--- config.mk ---
export PLATFORM = sky130hd
export DESIGN_NAME = cclk_sel_ctrl
export DESIGN_NICKNAME = d
export VERILOG_FILES = /design/src/rtl/cclk_sel_pkg.sv /design/src/rtl/cclk_sel_timing.sv /design/src/rtl/cclk_sel_fields.sv /design/src/rtl/cclk_sel_wake.sv /design/src/rtl/cclk_sel_cmd_hold.sv /design/src/rtl/cclk_sel_ctrl.sv
export SDC_FILE = /design/constraint.sdc
export NUM_CORES = 1
export LEC_CHECK = 0
export BUFFER_PORTS_ARGS = -buffer_cell sky130_fd_sc_hd__buf_2
export CORE_ASPECT_RATIO = 0.6
export CORE_MARGIN = 10
export CORE_UTILIZATION = 30
export CTS_CLUSTER_DIAMETER = 100
export CTS_CLUSTER_SIZE = 14
export DETAILED_ROUTE_END_ITERATION = 8
export GPL_TIMING_DRIVEN = 0
export HOLD_SLACK_MARGIN = 0.05
export MAX_ROUTING_LAYER = met4
export PLACE_DENSITY = 0.87
export RECOVER_POWER = 100
export SLEW_MARGIN = 20
export SYNTH_ARGS = -nofsm -noshare
export SYNTH_HDL_FRONTEND = slang
export SYNTH_HIERARCHICAL = 1
export SYNTH_SLANG_ARGS = --single-unit
--- constraint.sdc ---
create_clock -name clk_i -period 1.25 [get_ports clk_i]
set_clock_uncertainty 0.2 [all_clocks]
set_input_delay 0.125 -clock clk_i [delete_from_list [all_inputs] [get_ports clk_i]]
set_output_delay 0.125 -clock clk_i [all_outputs]
set_load 0.005 [all_outputs]
--- src/rtl/cclk_sel_pkg.sv ---
package cclk_sel_pkg;
  localparam int unsigned REG_W    = 32;
  localparam int unsigned PH_W     = 3;
  localparam int unsigned SMPL_LSB = 0;
  localparam int unsigned WAKE_BIT = 11;
  localparam int unsigned DRV_LSB  = 16;
  localparam int unsigned DIV_LSB  = 24;
  localparam int unsigned HOLD_BIT = 29;

  typedef struct packed {
    logic [PH_W-1:0] div;
    logic [PH_W-1:0] drv;
    logic [PH_W-1:0] smpl;
  } ph_fields_t;

  function automatic ph_fields_t unpack_word(logic [REG_W-1:0] w);
    ph_fields_t f;
    f.smpl = w[SMPL_LSB +: PH_W];
    f.drv  = w[DRV_LSB  +: PH_W];
    f.div  = w[DIV_LSB  +: PH_W];
    return f;
  endfunction

  function automatic logic [REG_W-1:0] pack_word(ph_fields_t f, logic wake);
    logic [REG_W-1:0] w;
    w = '0;
    w[SMPL_LSB +: PH_W] = f.smpl;
    w[DRV_LSB  +: PH_W] = f.drv;
    w[DIV_LSB  +: PH_W] = f.div;
    w[WAKE_BIT]         = wake;
    return w;
  endfunction
endpackage

--- src/rtl/cclk_sel_timing.sv ---
module cclk_sel_timing
  import cclk_sel_pkg::*;
(
  input  logic            ddr_mode_i,
  input  logic [PH_W-1:0] sdr_smpl_i,
  input  logic [PH_W-1:0] sdr_drv_i,
  input  logic [PH_W-1:0] ddr_smpl_i,
  input  logic [PH_W-1:0] ddr_drv_i,
  input  logic [PH_W-1:0] clk_div_i,
  output ph_fields_t      word_o
);
  always_comb begin
    word_o.div = clk_div_i;
    if (ddr_mode_i) begin
      word_o.smpl = ddr_smpl_i;
      word_o.drv  = ddr_drv_i;
    end else begin
      word_o.smpl = sdr_smpl_i;
      word_o.drv  = sdr_drv_i;
    end
  end
endmodule

--- src/rtl/cclk_sel_fields.sv ---
module cclk_sel_fields
  import cclk_sel_pkg::*;
(
  input  logic            clk_i,
  input  logic            rst_ni,
  input  logic            wr_en_i,
  input  ph_fields_t      wr_f_i,
  input  logic            ld_en_i,
  input  ph_fields_t      ld_f_i,
  input  logic            smpl_en_i,
  input  logic [PH_W-1:0] smpl_i,
  output ph_fields_t      f_o
);
  ph_fields_t f_q;

  // write > preset load > sample-only
  always_ff @(posedge clk_i or negedge rst_ni) begin
    if (!rst_ni)        f_q <= '0;
    else if (wr_en_i)   f_q <= wr_f_i;
    else if (ld_en_i)   f_q <= ld_f_i;
    else if (smpl_en_i) f_q.smpl <= smpl_i;
  end

  assign f_o = f_q;
endmodule

--- src/rtl/cclk_sel_wake.sv ---
module cclk_sel_wake (
  input  logic clk_i,
  input  logic rst_ni,
  input  logic set_i,
  input  logic clr_i,
  output logic flag_o
);
  logic flag_q;

  // set wins over a same-cycle clear
  always_ff @(posedge clk_i or negedge rst_ni) begin
    if (!rst_ni) flag_q <= 1'b0;
    else         flag_q <= set_i | (flag_q & ~clr_i);
  end

  assign flag_o = flag_q;
endmodule

--- src/rtl/cclk_sel_cmd_hold.sv ---
module cclk_sel_cmd_hold #(
  parameter int unsigned CMD_W    = 32,
  parameter int unsigned PH_W     = 3,
  parameter int unsigned HOLD_BIT = 29
) (
  input  logic [PH_W-1:0]  drv_i,
  input  logic [CMD_W-1:0] cmd_i,
  output logic [CMD_W-1:0] cmd_o,
  output logic             hold_o
);
  assign hold_o = |drv_i;

  for (genvar b = 0; b < CMD_W; b++) begin : g_bit
    if (b == HOLD_BIT) begin : g_hold
      assign cmd_o[b] = cmd_i[b] | hold_o;
    end else begin : g_pass
      assign cmd_o[b] = cmd_i[b];
    end
  end
endmodule

--- src/rtl/cclk_sel_ctrl.sv ---
module cclk_sel_ctrl
  import cclk_sel_pkg::*;
(
  input  logic             clk_i,
  input  logic             rst_ni,
  input  logic             reg_wr_i,
  input  logic [REG_W-1:0] reg_wdata_i,
  output logic [REG_W-1:0] reg_rdata_o,
  input  logic             smpl_upd_i,
  input  logic [PH_W-1:0]  smpl_upd_val_i,
  input  logic             tmg_load_i,
  input  logic             ddr_mode_i,
  input  logic [PH_W-1:0]  sdr_smpl_i,
  input  logic [PH_W-1:0]  sdr_drv_i,
  input  logic [PH_W-1:0]  ddr_smpl_i,
  input  logic [PH_W-1:0]  ddr_drv_i,
  input  logic [PH_W-1:0]  clk_div_i,
  input  logic             wake_evt_i,
  input  logic [REG_W-1:0] cmd_i,
  output logic [REG_W-1:0] cmd_o,
  output logic [PH_W-1:0]  smpl_ph_o,
  output logic [PH_W-1:0]  drv_ph_o,
  output logic [PH_W-1:0]  div_o,
  output logic             wake_flag_o,
  output logic             hold_sel_o
);
  ph_fields_t preset_w, wr_f_w, cur_f_w;
  logic       flag_w;

  assign wr_f_w = unpack_word(reg_wdata_i);

  cclk_sel_timing u_timing (
    .ddr_mode_i (ddr_mode_i),
    .sdr_smpl_i (sdr_smpl_i),
    .sdr_drv_i  (sdr_drv_i),
    .ddr_smpl_i (ddr_smpl_i),
    .ddr_drv_i  (ddr_drv_i),
    .clk_div_i  (clk_div_i),
    .word_o     (preset_w)
  );

  cclk_sel_fields u_fields (
    .clk_i     (clk_i),
    .rst_ni    (rst_ni),
    .wr_en_i   (reg_wr_i),
    .wr_f_i    (wr_f_w),
    .ld_en_i   (tmg_load_i),
    .ld_f_i    (preset_w),
    .smpl_en_i (smpl_upd_i),
    .smpl_i    (smpl_upd_val_i),
    .f_o       (cur_f_w)
  );

  cclk_sel_wake u_wake (
    .clk_i  (clk_i),
    .rst_ni (rst_ni),
    .set_i  (wake_evt_i),
    .clr_i  (reg_wr_i & reg_wdata_i[WAKE_BIT]),
    .flag_o (flag_w)
  );

  cclk_sel_cmd_hold #(
    .CMD_W    (REG_W),
    .PH_W     (PH_W),
    .HOLD_BIT (HOLD_BIT)
  ) u_cmd_hold (
    .drv_i  (cur_f_w.drv),
    .cmd_i  (cmd_i),
    .cmd_o  (cmd_o),
    .hold_o (hold_sel_o)
  );

  assign reg_rdata_o = pack_word(cur_f_w, flag_w);
  assign smpl_ph_o   = cur_f_w.smpl;
  assign drv_ph_o    = cur_f_w.drv;
  assign div_o       = cur_f_w.div;
  assign wake_flag_o = flag_w;
endmodule

==> results.md <==
- Run status: complete, but fails checks
- Failing checks: setup timing
- Die Height: a little under 70 µm
- Seq cells post-synth: 10
- Synth Instances: approximately 120
- Post-Place Worst Slack: -0.2238 ns
- Htree depth: 1
- Die W: around 99 µm
- FF-to-FF Start: u_fields/f_o[3]
- Post-Syn Area per Cell: 9.104 µm²
- Critical path origin: u_fields/f_o[3]
- Total congestion overflow: 0
- Initial Util: between 30% and 40%
- CTS Buffer Depth: 2
- Worst hold slack: roughly 0.054 ns
- Critical path capture point: cmd_o[29]
- Crit Path Class: flop to primary output
- Most frequent cell after synthesis: buf_4
- RR Endpoint: u_fields/f_o[3]
- Via-per-instance ratio: 3.772
- HPWL after DPL: approximately 3600 µm
- Worst-Skew Late Latency: between 0.2 and 0.25 ns
- Cell area after layout: 1847 µm²
- Die Footprint: between 6000 and 7000 µm²
- Largest net degree at the start of global routing: 11
- Top cell type's share of synthesized area: 44.92%
- Synth area leaders: buf_4 45%, dfrtp_1 22%, mux2_4 8.0%
- Worst-path fanout max: 4
- CTS Sinks: 10
- Synth warn: 6
- EDFF count, synth: 0
- Core area: about 3600 µm²
- DRC marker count from the first detailed-route iteration: 10
- RD Place Congestion: slightly below 0.7
- Clk pin slew, worst setup/hold paths: about 0.05 ns
- Share of cells above drive strength 1: between 50% and 60%
- Worst setup margin: -0.3431 ns
- WL final: between 4000 and 5000 µm
- Req. time, crit path: approximately 0.93 ns
- N_diodes: 0
- Fin. max-slew vios: 0
- Initial antenna violation count: 0
- Post-DP Area: 1678 µm²
- Cell type with the highest aggregate area in the netlist: buf_4
- Final setup violation count: 3
- Most frequent cells after synthesis: 67 x buf_4, 10 x dfrtp_1
- Vias in the first global route: about 1200
- Worst min path class: input pin to flop
- Async set or reset register ratio after synthesis: between 90% and 100%
- MaxCap Viol Count: 0
- Post-route DRC: 0
- Total global-route track usage: between 10% and 20%
- Post-synthesis sequential area ratio: about 22%
- Worst Path Arrival: about 1.3 ns
- Root Driver: clkbuf_8
- Pwr/cell area: between 600 and 700 nW/µm²
- Routed len/inst: approximately 14 µm
- Final setup TNS: -0.7510 ns
- Fin crit period: 1.593 ns
- TritonCTS clock tree: done
- I/O Pins: approximately 160
- R2R setup slack: between 0.15 and 0.2 ns
- First-pass iteration count of the detailed router: 4
- First-pass GRT wire length: roughly 6100 µm
- FP Rows: 17
- Syn-to-layout area delta: 64.92%
- CP Capture Type: primary output
- Type of origin of the critical path: flop
- Reg2Reg Depth: 3
- Total CTS buffers: 3
- Tcrit/Tclk final: 127.4%
- Vias: approximately 1100
- Unique masters post-synth: 19
- Slew HR: a little over three fifths
- Highest clock rate: around 630 MHz
- Static Leak: a little over 1 nW
- Slew @ Worst Pin: around 0.56 ns
- Final Hold Vio Count: 0
- Synth Cell Area: 1120 µm²
- Nets@finish: 338
- Unrepaired setup endpoints after global routing: true
- Routed Antenna Nets: 0
- Top_reg_cell synth: dfrtp_1
- Number of I/O port buffers: between 80 and 90
- Peak supply drop: roughly 440 µV
-- layout by cell type (no fill, tap or decap) --
cell type	n
buf_6	3
or3_2	1
buf_2	56
buf_4	53
dfrtp_1	10
a211o_1	3
clkbuf_8	3
dlygate4sd3_1	12
buf_1	1
dlymetal6s4s_1	1
nand2b_1	3
or3b_4	1
a32o_1	3
mux2i_1	6
conb_1	22
nor3_1	1
and2_1	1
inv_1	1
or3b_1	2
or4_1	1
clkbuf_1	29
o21ai_0	6
mux2_4	6
a21o_1	1
nand2_1	6
clkbuf_4	15
-- through the flow --
step	utilization (%)	cells	power, mW
floorplan	-	144	0.6887
global placement	46.13	275	0.8849
detailed placement	46.13	275	0.8958
CTS	51.46	294	1.277
global route	50.77	294	1.359
finish	50.77	294	1.252
-- routing by layer --
layer | share of wire [%] | global-route usage [%] | vias to the layer above
li1 | - | - | 567
met4 | 0.62 | 2.669 | 0
met5 | 0 | - | -
met1 | 35 | 11.68 | 492
met2 | 59 | 21.44 | 48
met3 | 6.3 | 3.462 | 2
-- what timing repair did --
item                                   CTS  global route
pin swaps                                0             1
setup endpoints to repair                2             8
gates resized for setup                  0             4
endpoints found under the hold margin   19             0
setup buffers                            3             1
hold buffers                            13             0
-- state kept, by name (all words and copies together), names as in the netlist --
name           flops
u_fields/f_o       9
u_wake/flag_o      1
-- power by group --
part           internal, mW  total [mW]  switching [mW]
sequential            0.356       0.381          0.0251
clock                 0.210       0.328           0.118
combinational         0.349       0.543           0.194
-- final cells by class --
type | count | area [µm²]
Buffer | 69 | 516.7
Clock buffer | 3 | 41.29
Fill cell | 365 | 1790
Inverter | 1 | 3.754
Multi-Input combinational cell | 63 | 422.9
Sequential cell | 10 | 250.2
Tap cell | 47 | 58.81
Timing Repair Buffer | 101 | 553.0
-- worst max-delay path, stage by stage (launching register included) --
cell	delay, ns
dfrtp_1	0.40
or4_1	0.50
buf_2	0.14
-- worst min path at each step --
stage                            to         startpoint  slack (ns)  cells past startpoint
CTS                 u_fields/f_o[0]     reg_wdata_i[0]        0.05                      3
floorplan           u_fields/f_o[0]             rst_ni       -0.37                      0
finish              u_fields/f_o[0]     reg_wdata_i[0]        0.05                      3
global route        u_fields/f_o[2]  smpl_upd_val_i[2]        0.06                      3
detailed placement  u_fields/f_o[1]             rst_ni       -0.20                      1
global placement    u_fields/f_o[0]             rst_ni       -0.19                      1
-- kinds of logic after synthesis --
kind of cell	count (synthesis)	synth area share, %
buffers and inverters	71	47.15
multiplexers	12	13.41
flip-flops	10	22.35
AO/OA/AOI/OAI	13	8.381
other	1	0.3349
AND/OR/NAND/NOR	16	8.381
No activity file was read; power rests on OpenSTA's default activity.
